## config.mk

```make
export PLATFORM = sky130hd
export DESIGN_NAME = tx_stat_stack
export DESIGN_NICKNAME = d
export VERILOG_FILES = /design/src/rtl/tx_stat_pkg.sv /design/src/rtl/tx_stat_store.sv /design/src/rtl/tx_lock.sv /design/src/rtl/tx_cmpl_evt.sv /design/src/rtl/tx_stat_stack.sv
export SDC_FILE = /design/constraint.sdc
export NUM_CORES = 1
export LEC_CHECK = 0
export BUFFER_PORTS_ARGS = -buffer_cell sky130_fd_sc_hd__buf_2
export CELL_PAD_IN_SITES_DETAIL_PLACEMENT = 1
export CELL_PAD_IN_SITES_GLOBAL_PLACEMENT = 1
export CORE_UTILIZATION = 49
export DETAILED_ROUTE_END_ITERATION = 16
export HOLD_SLACK_MARGIN = 0.15
export PLACE_DENSITY_LB_ADDON = 0.3
export SLEW_MARGIN = 10
export SYNTH_ARGS = -nofsm -noshare
export SYNTH_HDL_FRONTEND = slang
export SYNTH_HIERARCHICAL = 1
export SYNTH_SLANG_ARGS = --single-unit
```

## constraint.sdc

```tcl
create_clock -name clk_i -period 2.7 [get_ports clk_i]
set_clock_uncertainty 0.1 [all_clocks]
set_input_delay 0 -clock clk_i [delete_from_list [all_inputs] [get_ports clk_i]]
set_output_delay 0 -clock clk_i [all_outputs]
set_load 0.05 [all_outputs]
```

## src/rtl/tx_stat_pkg.sv

```systemverilog
package tx_stat_pkg;
  typedef struct packed {
    logic       cmpl;
    logic       irq_req;
    logic       jabber;
    logic       underrun;
    logic       max_coll;
    logic       ovfl;
    logic [1:0] rsvd;
  } tx_stat_t;

  function automatic tx_stat_t make_stat(logic irq, logic jab, logic und, logic mc);
    tx_stat_t s;
    s = '0;
    s.cmpl     = 1'b1;
    s.irq_req  = irq;
    s.jabber   = jab;
    s.underrun = und;
    s.max_coll = mc;
    return s;
  endfunction

  function automatic logic wants_event(tx_stat_t s);
    return s.irq_req | s.jabber | s.underrun | s.max_coll;
  endfunction
endpackage

```

## src/rtl/tx_stat_store.sv

```systemverilog
module tx_stat_store
  import tx_stat_pkg::*;
#(
  parameter int unsigned DEPTH = 4
) (
  input  logic     clk_i,
  input  logic     rst_ni,
  input  logic     clr_i,
  input  logic     push_i,
  input  logic     pop_i,
  input  tx_stat_t din_i,
  output tx_stat_t top_o,
  output logic     stored_o
);
  localparam int unsigned PTR_W = (DEPTH > 1) ? $clog2(DEPTH) : 1;
  localparam int unsigned CNT_W = $clog2(DEPTH + 1);
  localparam logic [PTR_W-1:0] LAST = PTR_W'(DEPTH - 1);
  localparam logic [CNT_W-1:0] FULL = CNT_W'(DEPTH);

  tx_stat_t         mem_q [DEPTH];
  logic [PTR_W-1:0] rd_q, wr_q, newest;
  logic [CNT_W-1:0] cnt_q;
  logic             do_pop, do_push, mark;

  function automatic logic [PTR_W-1:0] inc(logic [PTR_W-1:0] p);
    return (p == LAST) ? '0 : p + 1'b1;
  endfunction

  assign do_pop   = !clr_i && pop_i && (cnt_q != '0);
  assign do_push  = !clr_i && push_i && ((cnt_q != FULL) || do_pop);
  assign mark     = !clr_i && push_i && !do_push;
  assign newest   = (wr_q == '0) ? LAST : wr_q - 1'b1;
  assign stored_o = do_push;
  assign top_o    = (cnt_q == '0) ? '0 : mem_q[rd_q];

  always_ff @(posedge clk_i or negedge rst_ni) begin
    if (!rst_ni) begin
      rd_q  <= '0;
      wr_q  <= '0;
      cnt_q <= '0;
    end else if (clr_i) begin
      rd_q  <= '0;
      wr_q  <= '0;
      cnt_q <= '0;
    end else begin
      if (do_pop)  rd_q <= inc(rd_q);
      if (do_push) wr_q <= inc(wr_q);
      if (do_push && !do_pop)      cnt_q <= cnt_q + 1'b1;
      else if (do_pop && !do_push) cnt_q <= cnt_q - 1'b1;
    end
  end

  for (genvar i = 0; i < DEPTH; i++) begin : g_ent
    always_ff @(posedge clk_i or negedge rst_ni) begin
      if (!rst_ni) begin
        mem_q[i] <= '0;
      end else if (do_push && wr_q == PTR_W'(i)) begin
        mem_q[i] <= din_i;
      end else if (mark && newest == PTR_W'(i)) begin
        mem_q[i].ovfl <= 1'b1;
      end
    end
  end
endmodule

```

## src/rtl/tx_lock.sv

```systemverilog
module tx_lock (
  input  logic clk_i,
  input  logic rst_ni,
  input  logic clr_i,
  input  logic fatal_i,
  input  logic fifo_ovr_i,
  output logic en_o,
  output logic fail_o
);
  always_ff @(posedge clk_i or negedge rst_ni) begin
    if (!rst_ni) begin
      en_o   <= 1'b1;
      fail_o <= 1'b0;
    end else if (clr_i) begin
      en_o   <= 1'b1;
      fail_o <= 1'b0;
    end else begin
      if (fatal_i || fifo_ovr_i) en_o <= 1'b0;
      if (fifo_ovr_i)            fail_o <= 1'b1;
    end
  end
endmodule

```

## src/rtl/tx_cmpl_evt.sv

```systemverilog
module tx_cmpl_evt
  import tx_stat_pkg::*;
(
  input  logic     clk_i,
  input  logic     rst_ni,
  input  logic     stored_i,
  input  tx_stat_t stat_i,
  output logic     evt_o
);
  always_ff @(posedge clk_i or negedge rst_ni) begin
    if (!rst_ni) evt_o <= 1'b0;
    else         evt_o <= stored_i && wants_event(stat_i);
  end
endmodule

```

## src/rtl/tx_stat_stack.sv

```systemverilog
module tx_stat_stack
  import tx_stat_pkg::*;
#(
  parameter int unsigned DEPTH = 4
) (
  input  logic       clk_i,
  input  logic       rst_ni,
  input  logic       done_i,
  input  logic       ok_irq_i,
  input  logic       jabber_i,
  input  logic       underrun_i,
  input  logic       max_coll_i,
  input  logic       fifo_ovr_i,
  input  logic       pop_i,
  input  logic       tx_reset_i,
  output logic [7:0] status_o,
  output logic       tx_cmpl_o,
  output logic       tx_en_o,
  output logic       adapter_fail_o
);
  tx_stat_t din, top;
  logic     accept, stored, fatal;

  // completions count only while the transmitter is live
  assign accept = done_i && tx_en_o && !tx_reset_i;
  assign fatal  = accept && (jabber_i || underrun_i);
  assign din    = make_stat(ok_irq_i, jabber_i, underrun_i, max_coll_i);

  tx_stat_store #(.DEPTH(DEPTH)) u_store (
    .clk_i, .rst_ni,
    .clr_i   (tx_reset_i),
    .push_i  (accept),
    .pop_i   (pop_i),
    .din_i   (din),
    .top_o   (top),
    .stored_o(stored)
  );

  tx_lock u_lock (
    .clk_i, .rst_ni,
    .clr_i     (tx_reset_i),
    .fatal_i   (fatal),
    .fifo_ovr_i(fifo_ovr_i),
    .en_o      (tx_en_o),
    .fail_o    (adapter_fail_o)
  );

  tx_cmpl_evt u_evt (
    .clk_i, .rst_ni,
    .stored_i(stored),
    .stat_i  (din),
    .evt_o   (tx_cmpl_o)
  );

  assign status_o = top;
endmodule

```

# Word-level counts from Yosys, hierarchy flattened
# Cells that the tools add are included.
# totals
reg_bits	34
wordCells	112
output_inout_bits	11
in_bits	10
# classes
reduce_logical	38
mux	26
order_cmp	1
bitwise	4
add_sub_neg	5
eq_ne	8
# ops
op	count
$mux 8	3
$logic_and 1x1->1	19
$bmux 8 s2	1
$reduce_bool 2->1	8
$mux 2	7
$mux 1	12
$eq 2x2->1 const B	5
$mux 3	3
$reduce_bool 3->1	2
$add 2x1->2 const B	2
$eq 2x1->1 const B	2
$logic_not 2->1	2
$add 3x1->3 const B	1
$ge 3x3->1 const B	1
$logic_not 1->1	3
$logic_not 3->1	1
$logic_or 1x1->1	3
$ne 3x3->1 const B	1
$not 2->3	1
$or 1x1->1	3
$sub 3x1->3 const B	1
$sub 2x1->2 const B	1

# Logic depth before layout (Yosys ltp)
# Gate-level depths: netlist of run 1.
# logic_depth
word_depth	10
depth_mapped	9
ltp_nobuf	8

# By module
# The synthesis of run 1 kept the hierarchy.
# modules_own_cells
module	cells_each	seq_area_each_um2	instances	area_per_inst_um2
tx_stat_store	154	975.9	1	2178.3
tx_lock	6	51.3	1	70.1
tx_cmpl_evt	2	25.0	1	36.3
tx_stat_stack	6	0.0	1	28.8

# Worst setup path after synthesis of run 1
# Ideal clock, no wire load.
# synth_path
path_type	reg-to-reg
start	register u_lock.en_o
end	register u_store.cnt_q[2]
arrival_ns	2.369
setup_ns	0.082
slack_ns	0.149
stages_incl_launch_ff	10
n_path_buf	1
synth_period_minus_slack_ns	2.551
required_ns	2.518
cell_sequence	dfstp_2 nand2_1 nor2_1 nor2b_1 buf_2 o21a_1 fa_1 nand3b_1 or3_1 a31oi_1
# synth_between
elab_chain_cells	7
elab_cells_between_ends	10
classes_between	mux: 2; reduce/logical: 8
# synth_lines
item	line	rtl
start, declared	tx_lock.sv:7	output logic en_o,
start signal, assigned	tx_lock.sv:12	en_o <= 1'b1;
start signal, assigned	tx_lock.sv:15	en_o <= 1'b1;
start signal, assigned	tx_lock.sv:18	if (fatal_i || fifo_ovr_i) en_o <= 1'b0;
$logic_and 1x1->1 (*) (2 in a row)	tx_stat_stack.sv:25	assign accept = done_i && tx_en_o && !tx_reset_i;
net accept	tx_stat_stack.sv:22	logic accept, stored, fatal;
$logic_and 1x1->1 (*) (2 in a row)	tx_stat_store.sv:30	assign do_push = !clr_i && push_i && ((cnt_q != FULL) || do_pop);
$logic_and 1x1->1 / $logic_not 1->1 (equally long branches)	tx_stat_store.sv:48, tx_stat_store.sv:49	
$mux 3 / $logic_and 1x1->1 (equally long branches)	tx_stat_store.sv:48, tx_stat_store.sv:49	
$mux 3 / $reduce_bool 3->1 (equally long branches)	--	
end signal, assigned	tx_stat_store.sv:48	if (do_push && !do_pop) cnt_q <= cnt_q + 1'b1;
end signal, assigned	tx_stat_store.sv:49	else if (do_pop && !do_push) cnt_q <= cnt_q - 1'b1;
end, declared	tx_stat_store.sv:22	logic [CNT_W-1:0] cnt_q;
# Mark *: on every way through the listed nets, which the timed path passes. The rest lies on a longest branch.
# A chain may end at the register's enable or synchronous reset.

# Worst setup path in the final report of run 1
# layout_path
start	register u_store.cnt_q[2]
end	register u_evt.evt_o
# layout_between
elab_chain_cells	5
elab_cells_between_ends	6
classes_between	eq/ne: 1; reduce/logical: 5
# layout_lines
item	line	rtl
$reduce_bool 3->1	tx_stat_store.sv:29	assign do_pop = !clr_i && pop_i && (cnt_q != '0);
$logic_and 1x1->1	tx_stat_store.sv:29	
$logic_or 1x1->1 (*)	tx_stat_store.sv:30	
$logic_and 1x1->1 (*)	tx_stat_store.sv:30	
net stored	tx_stat_stack.sv:22	
$logic_and 1x1->1 (*)	tx_cmpl_evt.sv:12	else evt_o <= stored_i && wants_event(stat_i);
end signal, assigned	tx_cmpl_evt.sv:12	
end, declared	tx_cmpl_evt.sv:8	output logic evt_o
# Marked as above.

==> results by group, run 1 <==
Die
  • Die W: 70.7 um
  • Core area: 4440 sq um
  • Rows: 24
  • IO Pins: 21
  • Die Height: 70.7 um
  • Starting Density: 0.521
  • Die ar.: 5000 sq um

GRT
  • Global Route Usage Sum: 0.234
  • Largest net degree at the start of global routing: 43
  • Number of global-route vias before repair: 1637
  • Wire length of the first global-routing pass: 8750 um
  • Grt total ovfl: 0
  • Antenna violations before repair: 0

Critical path
  • Crit path arrival time: 2.31 ns
  • Worst setup EP type: flop
  • Critical Path RT: 2.77 ns
  • Crit-path max FO: 8
  • Nature of the critical path startpoint: flop
  • CP Class: flop to flop

Clock tree
  • CTS tree: yes
  • Clock net sink count: 42
  • Post-CTS Resized: 0
  • Num CTS Buffers: 5
  • Clk root buf: clkbuf_8
  • Clk pin slew, worst setup/hold paths: 0.08 ns
  • Htree depth: 2
  • Clock Tree Buf Depth: 2
  • Post-CTS Setup Repair Bufs: 0
  • Hold-fix buffers at CTS: 11
  • Latest clock arrival within the worst-skew pair: 0.29 ns

Power
  • Pwr dens: 797 nW/um^2
  • Peak VDD IR: 372 uV
  • LEAKAGE: 1.36 nW

Yosys
  • Main synth FF type: dfrtp_1
  • Asr flop ratio synth: 1.00
  • Cells after synthesis: 168
  • Synth warnings: 6
  • Share of the synthesized area in the top cell type: 0.443
  • Top-count cell post-synth: dfrtp_1
  • Synth cell types: 38
  • EDFF count, synth: 0
  • Top cell type by total area after synthesis: dfrtp_1
  • Mean post-synth cell area: 13.8 sq um
  • Synth top area cells: dfrtp_1 (44%), mux2_4 (18%), mux4_2 (7.8%)
  • Commonest cells post-synth: dfrtp_1 (41), mux2_4 (28), nor2_1 (13)
  • Mapped Area: 2310 sq um
  • Sequential fraction of the synthesis area: 0.455
  • Seq cells post-synth: 42

Timing
  • RSZ-0062 raised after global routing: false
  • Fin Setup TNS: 0 ns
  • Worst slew pin tran: 0.933 ns
  • Setup violators final: 0
  • Final min period: 2.24 ns
  • Slew HR: 0.378
  • Final slew viol count: 0
  • Final Hold Vio Count: 0
  • Final worst-path cycle share: 0.828
  • Fmax achieved: 447 MHz

Run status
  • Run status: complete, but fails checks
  • Failing checks: design-rule violations

Final layout
  • Diodes inserted: 0
  • Fraction of layout cells with a size suffix above 1: 0.349
  • Area growth from synthesis to layout: 16.9%
  • Final #Nets: 228
  • Post-route cell area: 2700 sq um

Route
  • Pre-antenna DRT Iters: 13
  • Post-DRT Antenna Nets: 0
  • Vias per std cell: 5.55
  • DR vias: 1466
  • # DRC: 1
  • WL/cell: 19.4 um
  • WL final: 5130 um
  • Detailed Route Iter0 Violations: 89

Place
  • Post-DP HPWL: 3420 um
  • Placed inst area: 2490 sq um
  • PortBufs: 20
  • GPL Wtd Cong: 0.752

Job
  • Count of max-cap constraint violations: 0

Hold path
  • Worst hold path class: input port to async pin
-- routing by layer --
layer  track usage  up-vias  wire (um)
li1              -      673          -
met1         0.297      758       2280
met2         0.390       27       2640
met3        0.0456        8        119
met4         0.109        0         97
met5             0        -          0
-- area by class of cell --
cell class	instances	area, sq um
fillers	457	1740
multi-input cells	122	1220
flip-flops and latches	42	1050
repair buffers	34	233
clock buffers	7	76.3
well taps	52	65.1
clock inverters	1	30.0
inverters	6	22.5
-- path summary, 6_finish.rpt --
check                                 start  slack, ns  cells after the start           endpoint
max                        u_store/cnt_q[2]       0.46                      4        u_evt/evt_o
min                                  rst_ni       0.28                      2  u_store/mem_q[16]
max reg2reg                u_store/cnt_q[2]       0.46                      4        u_evt/evt_o
min reg2reg                u_store/mem_q[8]       0.42                      1   u_store/mem_q[8]
max in group asynchronous            rst_ni       1.64                      2   u_store/cnt_q[0]
min in group clk_i                   done_i       0.34                      7   u_store/cnt_q[2]
-- registers in the layout, indices dropped and copies added (netlist names) --
register	cells
u_evt/evt_o	1
u_lock/en_o	1
u_lock/fail_o	1
u_store/cnt_q	3
u_store/mem_q	32
u_store/rd_q	2
u_store/wr_q	2
-- through the flow --
stage | util | cells | worst slack (ns) | hold WS [ns] | total power, mW
after global placement | 0.560 | 245 | 0.665 | 0.0783 | 1.62
after floorplan | - | 179 | 0.149 | -0.396 | 1.47
after global routing | 0.608 | 264 | 0.388 | 0.354 | 2.26
after CTS | 0.608 | 264 | 0.510 | 0.317 | 2.16
final | 0.608 | 264 | 0.463 | 0.279 | 2.15
after detailed placement | 0.560 | 245 | 0.543 | 0.0903 | 1.66
-- logic make-up after synthesis --
group           synth area share
compound gates            0.0600
fa+ha+maj                 0.0411
mux                        0.286
xor+xnor                 0.00379
flops                      0.455
buf+inv                   0.0335
other cells              0.00325
simple gates               0.117
-- power by group --
part | switching, mW | total [mW] | internal (mW)
clock network | 0.215 | 0.491 | 0.277
registers | 0.118 | 0.838 | 0.720
logic | 0.478 | 0.825 | 0.348
-- critical path, cell delays in order (launching register included) --
cell and delay [ns]:
dfrtp_1 0.52, nor4b_2 0.63, nor2_1 0.13, o41a_1 0.15
dlygate4sd3_1 0.58
-- layout by cell type, fill, tap and decap left out, types with 2 or more instances in the layout --
cell type / instances
o21ai_0: 2
buf_4: 3
nand2_1: 2
clkbuf_8: 5
buf_2: 20
a31oi_1: 5
nand3_4: 4
clkbuf_1: 2
mux2_4: 28
ha_1: 6
mux4_2: 8
nor2_1: 13
dfrtp_1: 41
conb_1: 13
nor2b_1: 9
o211ai_1: 2
nand2b_1: 2
or3_1: 2
dlygate4sd3_1: 11
o31ai_1: 2
mux2i_1: 5
inv_1: 6
a21oi_1: 3
No activity file was read; power rests on OpenSTA's default activity.
==> run 2, diff against run 1 <==
CORE_UTILIZATION = 44   (was 49)
clock period = 2.05 ns   (was 2.7 ns; I/O delays follow)
==> run 2 against run 1 <==
  * The run now ends clean
  * Sequential cell count did not move
  * Final cell count rose by 8.3%
  * Maximum frequency rose by 13%
  * Register-to-register slack got worse by 0.39 ns
  * Die area rose by 11%
  * Final area rose by 3.4%
  * Power rose by 35%
  * Global-route usage fell by 1.9 points
  * Sequential share of layout area fell by 1.2 points
==> results by group, run 2 (same netlist as run 1, synthesis figures left out) <==
Run status
  • Run status: finished, final reports clean (was complete, but fails checks)

Critical path
  • Crit-path max FO: 3 (was 8)
  • Worst-path cell with the longest stage delay: dfstp_2 (was nor4b_2)
  • Nature of the critical path startpoint: flop (unchanged)
  • Worst setup EP type: flop (unchanged)
  • Crit path max-delay family: simple AND/OR/NAND/NOR gates (unchanged)
  • Crit-path max cell delay: 0.56 ns (was 0.63 ns)
  • CP Class: flop to flop (unchanged)
  • Crit path arrival time: 2.10 ns (was 2.31 ns)
  • R2r setup slk: 0.07 ns (was 0.46 ns)
  • Buf/Inv on CP: 0 (was 1)
  • Crit path cell chain: nand2_2 > nor2_4 > nor2b_4 > o21a_1 > fa_1 > nand3b_1 > or3_1 > a31oi_1 (was nor4b_2 > nor2_1 > o41a_1 > dlygate4sd3_1)
  • Critical Path RT: 2.18 ns (was 2.77 ns)

Power
  • Sw power: 1.12 mW (was 810 uW)
  • Sequential share of power: 0.382 (was 0.389)
  • Peak VDD IR: 419 uV (was 372 uV)
  • Total power: 2.91 mW (was 2.15 mW)
  • Power share of the clock group: 0.236 (was 0.228)
  • Combinational group share of total power: 0.382 (was 0.383)
  • Pint: 1.79 mW (was 1.34 mW)
  • LEAKAGE: 1.38 nW (was 1.36 nW)
  • Switching Fraction: 0.385 (was 0.376)
  • Pwr dens: 1040 nW/um^2 (was 797 nW/um^2)

Timing
  • RSZ-0062 raised after global routing: true (was false)
  • Worst slew pin tran: 0.547 ns (was 0.933 ns)
  • Setup violators final: 0 (unchanged)
  • Fmax achieved: 506 MHz (was 447 MHz)
  • Slew HR: 0.634 (was 0.378)
  • Final min period: 1.98 ns (was 2.24 ns)
  • Final slew viol count: 0 (unchanged)
  • Final Hold Vio Count: 0 (unchanged)
  • Fin Setup TNS: 0 ns (unchanged)
  • Fin Hold WS: 0.324 ns (was 0.279 ns)
  • Final worst-path cycle share: 0.965 (was 0.828)

Route
  • WL/cell: 18.0 um (was 19.4 um)
  • Detailed Route Iter0 Violations: 57 (was 89)
  • Met1 WL: 2210 um (was 2280 um)
  • Top routing layer in use: met4 (unchanged)
  • Metal2 WL: 2760 um (was 2640 um)
  • Met3 WL: 97 um (was 119 um)
  • # DRC: 0 (was 1)
  • Post-DRT Antenna Nets: 0 (unchanged)
  • Pre-antenna DRT Iters: 4 (was 13)
  • Vias per std cell: 5.21 (was 5.55)
  • DR vias: 1491 (was 1466)
  • WL final: 5140 um (was 5130 um)

Place
  • GPL Wtd Cong: 0.722 (was 0.752)
  • PortBufs: 20 (unchanged)
  • Post-DP HPWL: 3510 um (was 3420 um)
  • Placed inst area: 2550 sq um (was 2490 sq um)

Final layout
  • Area growth from synthesis to layout: 20.9% (was 16.9%)
  • Final #Nets: 232 (was 228)
  • Commonest cells after routing, fill and taps aside: dfrtp_1 (40), mux2_4 (28), buf_2 (20) (was dfrtp_1 (41), mux2_4 (28), buf_2 (20))
  • Fillcell total: 533 (was 457)
  • Biggest register: u_store/mem_q (unchanged)
  • Commonest non-fill, non-tap cell in the layout: dfrtp_1 (unchanged)
  • Fraction of layout cells with a size suffix above 1: 0.394 (was 0.349)
  • Biggest regs: u_store/mem_q (32), u_store/cnt_q (3) (unchanged)
  • Post-route cell area: 2800 sq um (was 2700 sq um)
  • Diodes inserted: 0 (unchanged)
  • Max reg flops: 32 (unchanged)

Clock tree
  • Clock net sink count: 42 (unchanged)
  • Num CTS Buffers: 5 (unchanged)
  • Latest clock arrival within the worst-skew pair: 0.30 ns (was 0.29 ns)
  • Clk root buf: clkbuf_8 (unchanged)
  • Clk pin slew, worst setup/hold paths: 0.09 ns (was 0.08 ns)
  • Clock Tree Buf Depth: 2 (unchanged)
  • CTS tree: yes (unchanged)
  • Htree depth: 2 (unchanged)

Die
  • IO Pins: 21 (unchanged)
  • Die ar.: 5550 sq um (was 5000 sq um)
  • Rows: 26 (was 24)
  • Die W: 74.5 um (was 70.7 um)
  • Core area: 5070 sq um (was 4440 sq um)
  • Die Height: 74.5 um (was 70.7 um)
  • Starting Density: 0.456 (was 0.521)

GRT
  • Antenna violations before repair: 0 (unchanged)
  • Number of global-route vias before repair: 1672 (was 1637)
  • Wire length of the first global-routing pass: 8590 um (was 8750 um)
  • Largest net degree at the start of global routing: 20 (was 43)
  • Global Route Usage Sum: 0.215 (was 0.234)
  • Grt total ovfl: 0 (unchanged)

Job
  • Count of max-cap constraint violations: 0 (unchanged)

Hold path
  • Worst hold path class: input port to flop (was input port to async pin)
## run 2: cell types whose count changed in the layout (fill, tap and decap cells not counted), sizes merged
cell	change
buf	+3
clkbuf	-2
clkinv	+1
dlygate4sd3	+1
inv	+1
## run 2: final timing paths
path,cells past startpoint,endpoint,start
max reg2reg,8,u_store/cnt_q[2],u_lock/en_o
min,7,u_store/cnt_q[2],done_i
max in group asynchronous,4,u_store/mem_q[8],rst_ni
max,8,u_store/cnt_q[2],u_lock/en_o
min reg2reg,1,u_store/mem_q[5],u_store/mem_q[5]
min in group asynchronous,4,u_store/mem_q[3],rst_ni
## run 2: metal layers
metal | vias up | track usage
met5 | - | 0
met4 | 0 | 0.0755
met3 | 7 | 0.0366
met2 | 23 | 0.379
met1 | 777 | 0.266
li1 | 684 | -
## run 2: power groups by stage
| stage | clock network [mW] | registers, mW | logic, mW |
|---|---|---|---|
| floorplan | 0 | 1.02 | 0.918 |
| global placement | 0 | 1.10 | 1.04 |
| detailed placement | 0 | 1.12 | 1.09 |
| CTS | 0.693 | 1.11 | 1.12 |
| global route | 0.725 | 1.14 | 1.20 |
| finish | 0.687 | 1.11 | 1.11 |
## run 2: stage by stage
stage / cells / utilization / worst slack (ns)
floorplan: 179 / - / -0.263
CTS: 286 / 0.549 / 0.0264
global placement: 266 / 0.502 / 0.150
finish: 286 / 0.551 / 0.0725
detailed placement: 266 / 0.502 / -0.0244
global route: 286 / 0.551 / -0.0496
## run 2: timing repair
action	4_1_cts	5_1_grt
buffers inserted	0	0
pin swaps	0	0
hold buffers	12	0
hold endpoints to repair	68	0
resized for setup	2	2
endpoints found under the setup margin	9	1
## run 2: worst register-to-register path, delay by kind of cell, from the launching register on
family          cells  cell delay [ns]
compound gates      2             0.31
fa+ha+maj           1             0.18
flops               1             0.56
simple gates        5             0.76
## run 2: cell type report
type	count	area, sq um	share of cell area
clock buffers	5	68.8	0.0246
clock inverters	3	43.8	0.0157
flip-flops and latches	42	1050	0.377
multi-input cells	122	1250	0.449
repair buffers	38	265	0.0949
inverters	6	22.5	0.00805
well taps	70	87.6	0.0313
